[config.mk]
export PLATFORM = sky130hd
export DESIGN_NAME = dual_pwm_gen
export DESIGN_NICKNAME = d
export VERILOG_FILES = /design/src/rtl/pwm_pkg.sv /design/src/rtl/pwm_regs.sv /design/src/rtl/pwm_timebase.sv /design/src/rtl/pwm_channel.sv /design/src/rtl/dual_pwm_gen.sv
export SDC_FILE = /design/constraint.sdc
export NUM_CORES = 1
export LEC_CHECK = 0
export BUFFER_PORTS_ARGS = -buffer_cell sky130_fd_sc_hd__clkbuf_2
export CAP_MARGIN = 15
export CORE_MARGIN = 2
export CORE_UTILIZATION = 45
export DETAILED_ROUTE_END_ITERATION = 10
export GPL_TIMING_DRIVEN = 0
export RECOVER_POWER = 100
export SLEW_MARGIN = 25
export SYNTH_ARGS = -nofsm -noshare
export SYNTH_HDL_FRONTEND = slang
export SYNTH_SLANG_ARGS = --single-unit
[constraint.sdc]
create_clock -name clk -period 2.28 [get_ports clk]
set_input_delay 0.456 -clock clk [delete_from_list [all_inputs] [get_ports clk]]
set_output_delay 0.456 -clock clk [all_outputs]
set_load 0.05 [all_outputs]
[src/rtl/pwm_pkg.sv]
package pwm_pkg;

    localparam int PWM_W   = 8;
    localparam int PWM_TOP = (1 << PWM_W) - 2;

    typedef logic [PWM_W-1:0] pwm_word_t;

    localparam pwm_word_t CNT_TOP = pwm_word_t'(PWM_TOP);

    typedef struct packed {
        logic      half;
        pwm_word_t pre_cnt;
        pwm_word_t cnt;
    } tb_state_t;

    typedef struct packed {
        pwm_word_t act;
        logic      out;
    } ch_state_t;

endpackage

[src/rtl/pwm_regs.sv]
module pwm_regs
    import pwm_pkg::*;
#(
    parameter int NUM_CH = 2,
    parameter int ADDR_W = 2
) (
    input  logic              clk,
    input  logic              rst_n,
    input  logic              wr_en,
    input  logic [ADDR_W-1:0] wr_addr,
    input  pwm_word_t         wr_data,
    output pwm_word_t         presc_o,
    output pwm_word_t         duty_o [NUM_CH]
);

    pwm_word_t presc_d, presc_q;
    pwm_word_t duty_d [NUM_CH];
    pwm_word_t duty_q [NUM_CH];

    always_comb begin
        presc_d = presc_q;
        for (int i = 0; i < NUM_CH; i++) begin
            duty_d[i] = duty_q[i];
        end
        if (wr_en) begin
            if (wr_addr == '0) begin
                presc_d = wr_data;
            end
            for (int i = 0; i < NUM_CH; i++) begin
                if (int'(wr_addr) == i + 1) begin
                    duty_d[i] = wr_data;
                end
            end
        end
    end

    always_ff @(posedge clk or negedge rst_n) begin
        if (!rst_n) begin
            presc_q <= '0;
            for (int i = 0; i < NUM_CH; i++) begin
                duty_q[i] <= '0;
            end
        end else begin
            presc_q <= presc_d;
            for (int i = 0; i < NUM_CH; i++) begin
                duty_q[i] <= duty_d[i];
            end
        end
    end

    assign presc_o = presc_q;
    assign duty_o  = duty_q;

    // the prescale value changes only through a write to address 0
    a_r2_presc_write_only: assert property (@(posedge clk) disable iff (!rst_n)
        !(wr_en && wr_addr == '0) |=> $stable(presc_q));

    // a write to an unmapped address leaves the prescale value alone
    a_r9_unmapped_ignored: assert property (@(posedge clk) disable iff (!rst_n)
        (wr_en && int'(wr_addr) > NUM_CH) |=> $stable(presc_q));

endmodule

[src/rtl/pwm_timebase.sv]
module pwm_timebase
    import pwm_pkg::*;
(
    input  logic      clk,
    input  logic      rst_n,
    input  pwm_word_t presc,
    output pwm_word_t cnt_o,
    output logic      tick_o,
    output logic      wrap_o
);

    tb_state_t st_d, st_q;
    logic      tick;

    always_comb begin
        st_d      = st_q;
        tick      = 1'b0;
        st_d.half = ~st_q.half;
        if (st_q.half) begin
            if (st_q.pre_cnt >= presc) begin
                st_d.pre_cnt = '0;
                tick         = 1'b1;
            end else begin
                st_d.pre_cnt = st_q.pre_cnt + 1'b1;
            end
        end
        if (tick) begin
            st_d.cnt = (st_q.cnt == CNT_TOP) ? '0 : st_q.cnt + 1'b1;
        end
    end

    always_ff @(posedge clk or negedge rst_n) begin
        if (!rst_n) begin
            st_q <= '0;
        end else begin
            st_q <= st_d;
        end
    end

    assign cnt_o  = st_q.cnt;
    assign tick_o = tick;
    assign wrap_o = tick && (st_q.cnt == CNT_TOP);

    // the counter never leaves 0..254
    a_r3_cnt_range: assert property (@(posedge clk) disable iff (!rst_n)
        st_q.cnt <= CNT_TOP);

    // the divide-by-two stage keeps ticks at least two clocks apart
    a_r3_tick_spacing: assert property (@(posedge clk) disable iff (!rst_n)
        tick |=> !tick);

    // the counter moves only on a tick
    a_r3_hold_between: assert property (@(posedge clk) disable iff (!rst_n)
        !tick |=> $stable(st_q.cnt));

    // a tick below the top count steps by exactly one
    a_r3_step_one: assert property (@(posedge clk) disable iff (!rst_n)
        (tick && st_q.cnt != CNT_TOP) |=> (st_q.cnt == $past(st_q.cnt) + 1'b1));

endmodule

[src/rtl/pwm_channel.sv]
module pwm_channel
    import pwm_pkg::*;
(
    input  logic      clk,
    input  logic      rst_n,
    input  pwm_word_t duty,
    input  pwm_word_t cnt,
    input  logic      wrap,
    output logic      out_o
);

    ch_state_t st_d, st_q;

    always_comb begin
        st_d     = st_q;
        st_d.out = (cnt >= st_q.act);
        if (wrap) begin
            st_d.act = duty;
        end
    end

    always_ff @(posedge clk or negedge rst_n) begin
        if (!rst_n) begin
            st_q.act <= '0;
            st_q.out <= 1'b1;
        end else begin
            st_q <= st_d;
        end
    end

    assign out_o = st_q.out;

    // the compare value only changes at a wrap
    a_r7_act_hold: assert property (@(posedge clk) disable iff (!rst_n)
        !wrap |=> $stable(st_q.act));

    // a zero compare value keeps the pin high
    a_r5_zero_high: assert property (@(posedge clk) disable iff (!rst_n)
        (st_q.act == '0 && $stable(st_q.act)) |=> out_o);

    // a full-scale compare value keeps the pin low
    a_r6_full_low: assert property (@(posedge clk) disable iff (!rst_n)
        (st_q.act == '1 && $stable(st_q.act)) |=> !out_o);

endmodule

[src/rtl/dual_pwm_gen.sv]
module dual_pwm_gen
    import pwm_pkg::*;
#(
    parameter int NUM_CH = 2,
    parameter int ADDR_W = 2
) (
    input  logic              clk,
    input  logic              rst_n,
    input  logic              wr_en,
    input  logic [ADDR_W-1:0] wr_addr,
    input  logic [PWM_W-1:0]  wr_data,
    output logic [NUM_CH-1:0] pwm_out
);

    pwm_word_t presc;
    pwm_word_t duty [NUM_CH];
    pwm_word_t cnt;
    logic      tick;
    logic      wrap;

    pwm_regs #(
        .NUM_CH (NUM_CH),
        .ADDR_W (ADDR_W)
    ) u_regs (
        .clk     (clk),
        .rst_n   (rst_n),
        .wr_en   (wr_en),
        .wr_addr (wr_addr),
        .wr_data (wr_data),
        .presc_o (presc),
        .duty_o  (duty)
    );

    pwm_timebase u_tbase (
        .clk    (clk),
        .rst_n  (rst_n),
        .presc  (presc),
        .cnt_o  (cnt),
        .tick_o (tick),
        .wrap_o (wrap)
    );

    for (genvar g = 0; g < NUM_CH; g++) begin : g_ch
        pwm_channel u_ch (
            .clk   (clk),
            .rst_n (rst_n),
            .duty  (duty[g]),
            .cnt   (cnt),
            .wrap  (wrap),
            .out_o (pwm_out[g])
        );
    end

    // a wrap only happens on a tick
    a_r3_wrap_on_tick: assert property (@(posedge clk) disable iff (!rst_n)
        wrap |-> tick);

endmodule

* Yosys cells after proc, flatten, opt, wreduce, memory -nomap -nowiden *
Index checks and enable logic that the tools add are counted.
W data, S select, Z words.

operators by class
  add/subtract/negate cells = 2
  $lt $le $gt $ge = 3
  equality and inequality tests = 3
  muxes and demuxes = 4
  bitwise logic cells = 1
  reductions and logical operators = 5

operators with widths
  cell                   count
  $ge A8 B8 Y1           3
  $add A8 B1 Y8 const B  2
  $mux W8                2
  $eq A8 B8 Y1 const B   1
  $reduce_and A2 Y1      3
  $eq A2 B2 Y1 const B   2
  $logic_not A2 Y1       1
  $mux W1                2
  $logic_and A1 B1 Y1    1
  $not A1 Y1             1

word-level totals
  bits in registers = 59
  input bits = 13
  word-level logic and storage cells = 28

* Depth between registers and ports, before layout *
  depth after elaboration = 4
  depth in mapped cells = 9
  mapped depth without buffers = 7

* Cells and area by module *
A second synthesis with hierarchy kept.

unflattened totals
  cells, all modules = 281
  area total of the unflattened synthesis = 3075.4 µm²

modules (own cells, without submodules)
  module        instances  cells an instance  area each (µm²)
  pwm_timebase  1          130                1159.9
  pwm_channel   2          50                 501.7
  pwm_regs      1          51                 912.1

* Least setup slack after synthesis *
No wires, ideal clock.

  path kind = flip-flop to flip-flop
  start = reg u_tbase.st_q[8] (netlist bit)
  end = reg g_ch[0].u_ch.st_q[1] (netlist bit)
  arrival time = 1983 ps
  data required time = 2155 ps
  slack = 172 ps
  stages on the path, launching flop included = 9
  path buffers = 1
  clock period less this slack = 2108 ps
  cell sequence = dfrtp_1 -> inv_1 -> ha_1 -> nand2b_4 -> a2111oi_4 -> o32ai_4 -> nand2_4 -> buf_12 -> mux2_4

on the way
  cells in the longest elaborated chain, start to end = 4

ends and longest elaborated chain
  item                    line                RTL
  from (decl)             pwm_timebase.sv:12  tb_state_t st_d, st_q;
  from (signal assigned)  pwm_timebase.sv:36  st_q <= st_d;
  $ge A8 B8 Y1            pwm_timebase.sv:20  if (st_q.pre_cnt >= presc) begin
  $mux W1                 pwm_timebase.sv:20
  $mux W1                 pwm_timebase.sv:19  if (st_q.half) begin
  $logic_and A1 B1 Y1     pwm_timebase.sv:42  assign wrap_o = tick && (st_q.cnt == CNT_TOP);
  to (signal assigned)    pwm_channel.sv:27   st_q <= st_d;
  to (decl)               pwm_channel.sv:12   ch_state_t st_d, st_q;

Every way passes these cells.
A chain may end at the register's enable or synchronous reset.

* Final worst setup path *
  start = reg u_tbase.st_q[13] (netlist bit)
  end = reg u_tbase.st_q (netlist bit u_tbase.cnt_o[1])

on the way
  cells in the longest elaborated chain, start to end = 3

ends and longest elaborated chain
  item          line
  $ge A8 B8 Y1  pwm_timebase.sv:20
  $mux W1       pwm_timebase.sv:20
  $mux W1       pwm_timebase.sv:19

Every way passes these cells.

==> results.toml <==
[logic_synthesis]
yosys-top-cells-area = "sky130_fd_sc_hd__dfrtp_1 46%, sky130_fd_sc_hd__ha_1 11%, sky130_fd_sc_hd__mux2_2 8.4%, sky130_fd_sc_hd__mux2_4 5.4%, sky130_fd_sc_hd__inv_1 3.0%"
yosys.area_share.simple_pct = 9.14
synth.distinct_cells = 43
most_used_standard_cells_in_the_synthesized_netlist = "57 x sky130_fd_sc_hd__dfrtp_1, 27 x sky130_fd_sc_hd__ha_1, 25 x sky130_fd_sc_hd__inv_1"
yosysTopAreaCellShare_pct = 46.3
synth-compound-area-share_pct = 11.3
synth_area_um2 = 3080
synth-xor-area-share_pct = 1.14
netlist.top_cell.by_area = "sky130_fd_sc_hd__dfrtp_1"
post-synth-top-count-cell = "sky130_fd_sc_hd__dfrtp_1"
synth_flop_cell = "sky130_fd_sc_hd__dfrtp_1"
postSynthNetCount = 300
synth_top_family_by_area = "multiplexers"
ys.warnings.count = 0
flops_latches_synth = 59
number_of_enable_type_register_cells_in_the_synthesized_netlist = 0
postSynthAreaPerCell_um2 = 11.9
synth.area.mux_share_pct = 14.1
synthCells = 260
async_flop_share_pct = 100
synth_sequential_area_ratio_pct = 48.0
synthAdderAreaFrac_pct = 11.0

[clocking]
insertion_delay_ps = 330
cts_inserted_buffers = 9
cts.sink_count = 59
ctsLongestPathBuffers = 2
clock_slew_seen_by_the_registers_of_the_worst_setup_and_hold_paths_ps = 60
cts_resized = 0
clock_tree.htree_level_count = 3
root_buffer = "sky130_fd_sc_hd__clkbuf_8"
tritoncts = "done"

[detailed_routing]
drtAntennaViolNets = 0
drtIter0Drc = 111
wl_per_cell_um = 14.8
detail_route.drc_violations = 0
firstDrtPassIters = 4
routed_wl_um = 5610
num_vias = 1965
viasPerCell = 5.20

[critical_path]
timing.reg2reg.setup_slack_ps = 100
cp-end-kind = "flip-flop"
critical_path.max_fanout = 10
arrival_ps = 2400
setup.worst_path.class = "flip-flop to flip-flop"
crit_path_start = "u_tbase.st_q[13]$_DFFE_PN0P_"
startpoint_type = "flip-flop"
timing.rr.start = "u_tbase.st_q[13]$_DFFE_PN0P_"
worst_ep_required_time_ps = 2500

[sta]
setup_viol_count_final = 0
final.min_clock_period_ps = 2180
unrepaired_setup_endpoints_after_global_routing = "no"
final-max-slew-violation-count = 31
fin_tns_setup_ps = 0
max_freq_ghz = 0.458
timing.final.hold_violations = 0
fin_skew_ps = 11.0
worst_pin_slew_ps = 1730
final_min_period_over_clock_period_pct = 95.8
slew_headroom_pct = -15.4

[pwr]
power.density_cell_area_nw_per_um2 = 919
power.ir.vdd_worst_uv = 454
power.leakage_uw = 0.00170

[floorplan]
floorplan.die_area_um2 = 7530
io_pins = 15
design.core.area_um2 = 6720
placementRows = 30
dieWidth_um = 86.8
floorplan.initialDensity_pct = 45.9
die_height_um = 86.8

[grt]
antenna_found_initial = 0
grt_start_max_net_pins = 32
first_global_vias = 1996
grt_overflow = 0
first_pass_grt_wire_length_um = 9690
grt.total_usage_pct = 17.2

[place]
detailedPlacementHpwl_um = 4020
placed_cells = 355
portBuffers = 14
routability_congestion_estimate_from_global_placement = 0.742

[layout]
diodes = 0
finalNonFillerCells = 378
fin_nets = 333
area_growth_pct = 13.7
layout-drive-gt1-share_pct = 25.2

[run_status]
failed_checks = "capacitance limit, slew limit"
outcome = "complete, but fails checks"

[min_path]
min_path_type = "primary input to flip-flop"
worst_hold_startpoint = "wr_data[1]"

[run]
max_cap_violations = 1
-- per-layer routing --
layer	vias to the layer above	share of wire, %	GRT usage [%]
met4	0	2.6	9.09
met3	13	2.8	3.71
met5	-	0	0
li1	989	-	-
met1	941	49	23.3
met2	22	45	26.0
-- power by group --
group | switching, uW | total (uW) | internal [uW] | leakage, uW
clock | 393 | 989 | 596 | 0.000104
combinational | 476 | 875 | 399 | 0.000837
sequential | 135 | 1360 | 1220 | 0.000754
-- critical path: stages (launching register included) --
cell and delay, ps:
sky130_fd_sc_hd__dfrtp_1 420, sky130_fd_sc_hd__ha_1 310, sky130_fd_sc_hd__and4_1 230, sky130_fd_sc_hd__nand2_1 110, sky130_fd_sc_hd__o32ai_4 360, sky130_fd_sc_hd__clkbuf_2 300, sky130_fd_sc_hd__mux2_1 350
-- registers in the layout, indices dropped and copies added, names as in the netlist --
| register | cells |
|---|---|
| g_ch.u_ch.out_o | 2 |
| g_ch.u_ch.st_q | 16 |
| u_regs.duty_o | 16 |
| u_regs.presc_o | 8 |
| u_tbase.cnt_o | 8 |
| u_tbase.st_q | 9 |
-- what timing repair did --
item                       in CTS  in global routing
pin swaps                       1                  3
setup endpoints to repair      10                 10
setup buffers                   1                  6
hold buffers                    0                  0
-- layout by cell type, fill, tap and decap left out, types with 3 or more instances in the layout --
| cell | count |
|---|---|
| sky130_fd_sc_hd__nor2_1 | 12 |
| sky130_fd_sc_hd__inv_1 | 25 |
| sky130_fd_sc_hd__clkbuf_1 | 11 |
| sky130_fd_sc_hd__clkbuf_8 | 12 |
| sky130_fd_sc_hd__buf_4 | 5 |
| sky130_fd_sc_hd__nand2_1 | 15 |
| sky130_fd_sc_hd__dfrtp_1 | 57 |
| sky130_fd_sc_hd__mux2_2 | 23 |
| sky130_fd_sc_hd__mux2_4 | 10 |
| sky130_fd_sc_hd__a31oi_1 | 5 |
| sky130_fd_sc_hd__clkbuf_4 | 3 |
| sky130_fd_sc_hd__clkbuf_2 | 10 |
| sky130_fd_sc_hd__nand3_1 | 10 |
| sky130_fd_sc_hd__o21a_1 | 3 |
| sky130_fd_sc_hd__ha_1 | 27 |
| sky130_fd_sc_hd__a21o_1 | 5 |
| sky130_fd_sc_hd__o21ai_0 | 13 |
| sky130_fd_sc_hd__a21oi_1 | 11 |
-- cell type report --
type	instances	area [um2]
Tap cell	80	100
Fill cell	596	3220
Multi-Input combinational cell	169	1430
Timing Repair Buffer	22	133
Clock inverter	1	30.0
Sequential cell	59	1480
Inverter	25	93.8
Buffer	7	58.8
Clock buffer	15	176
-- metrics by stage --
stage               hold slack [ps]  power [uW]  worst slack [ps]  utilization [%]  area, um2
floorplan                       160        2030               172                -       3080
global placement                483        2220              5.30             48.4       3250
detailed placement              458        2260             -17.7             48.7       3270
CTS                            97.0        3280              48.1             51.9       3490
global route                    392        3420              19.1             52.1       3500
finish                          374        3220              95.9             52.1       3500
-- cells by family after synthesis --
| group | count (synthesis) |
|---|---|
| compound gates | 49 |
| xor+xnor | 4 |
| fa+ha+maj | 27 |
| buf+inv | 32 |
| flops | 59 |
| mux | 35 |
| simple gates | 54 |
-- path summary, 6_finish.rpt --
check	cells after the start	endpoint
worst min-delay path	3	u_regs.presc_o[1]$_DFFE_PN0P_
min in group asynchronous	1	u_regs.duty_o[4]$_DFFE_PN0P_
worst max register to register	6	u_tbase.cnt_o[1]$_DFFE_PN0P_
max in group asynchronous	1	g_ch[1].u_ch.st_q[1]$_DFFE_PN0P_
worst max-delay path	6	u_tbase.cnt_o[1]$_DFFE_PN0P_
worst min register to register	1	g_ch[1].u_ch.st_q[7]$_DFFE_PN0P_
(Power assumes the default switching activity.)
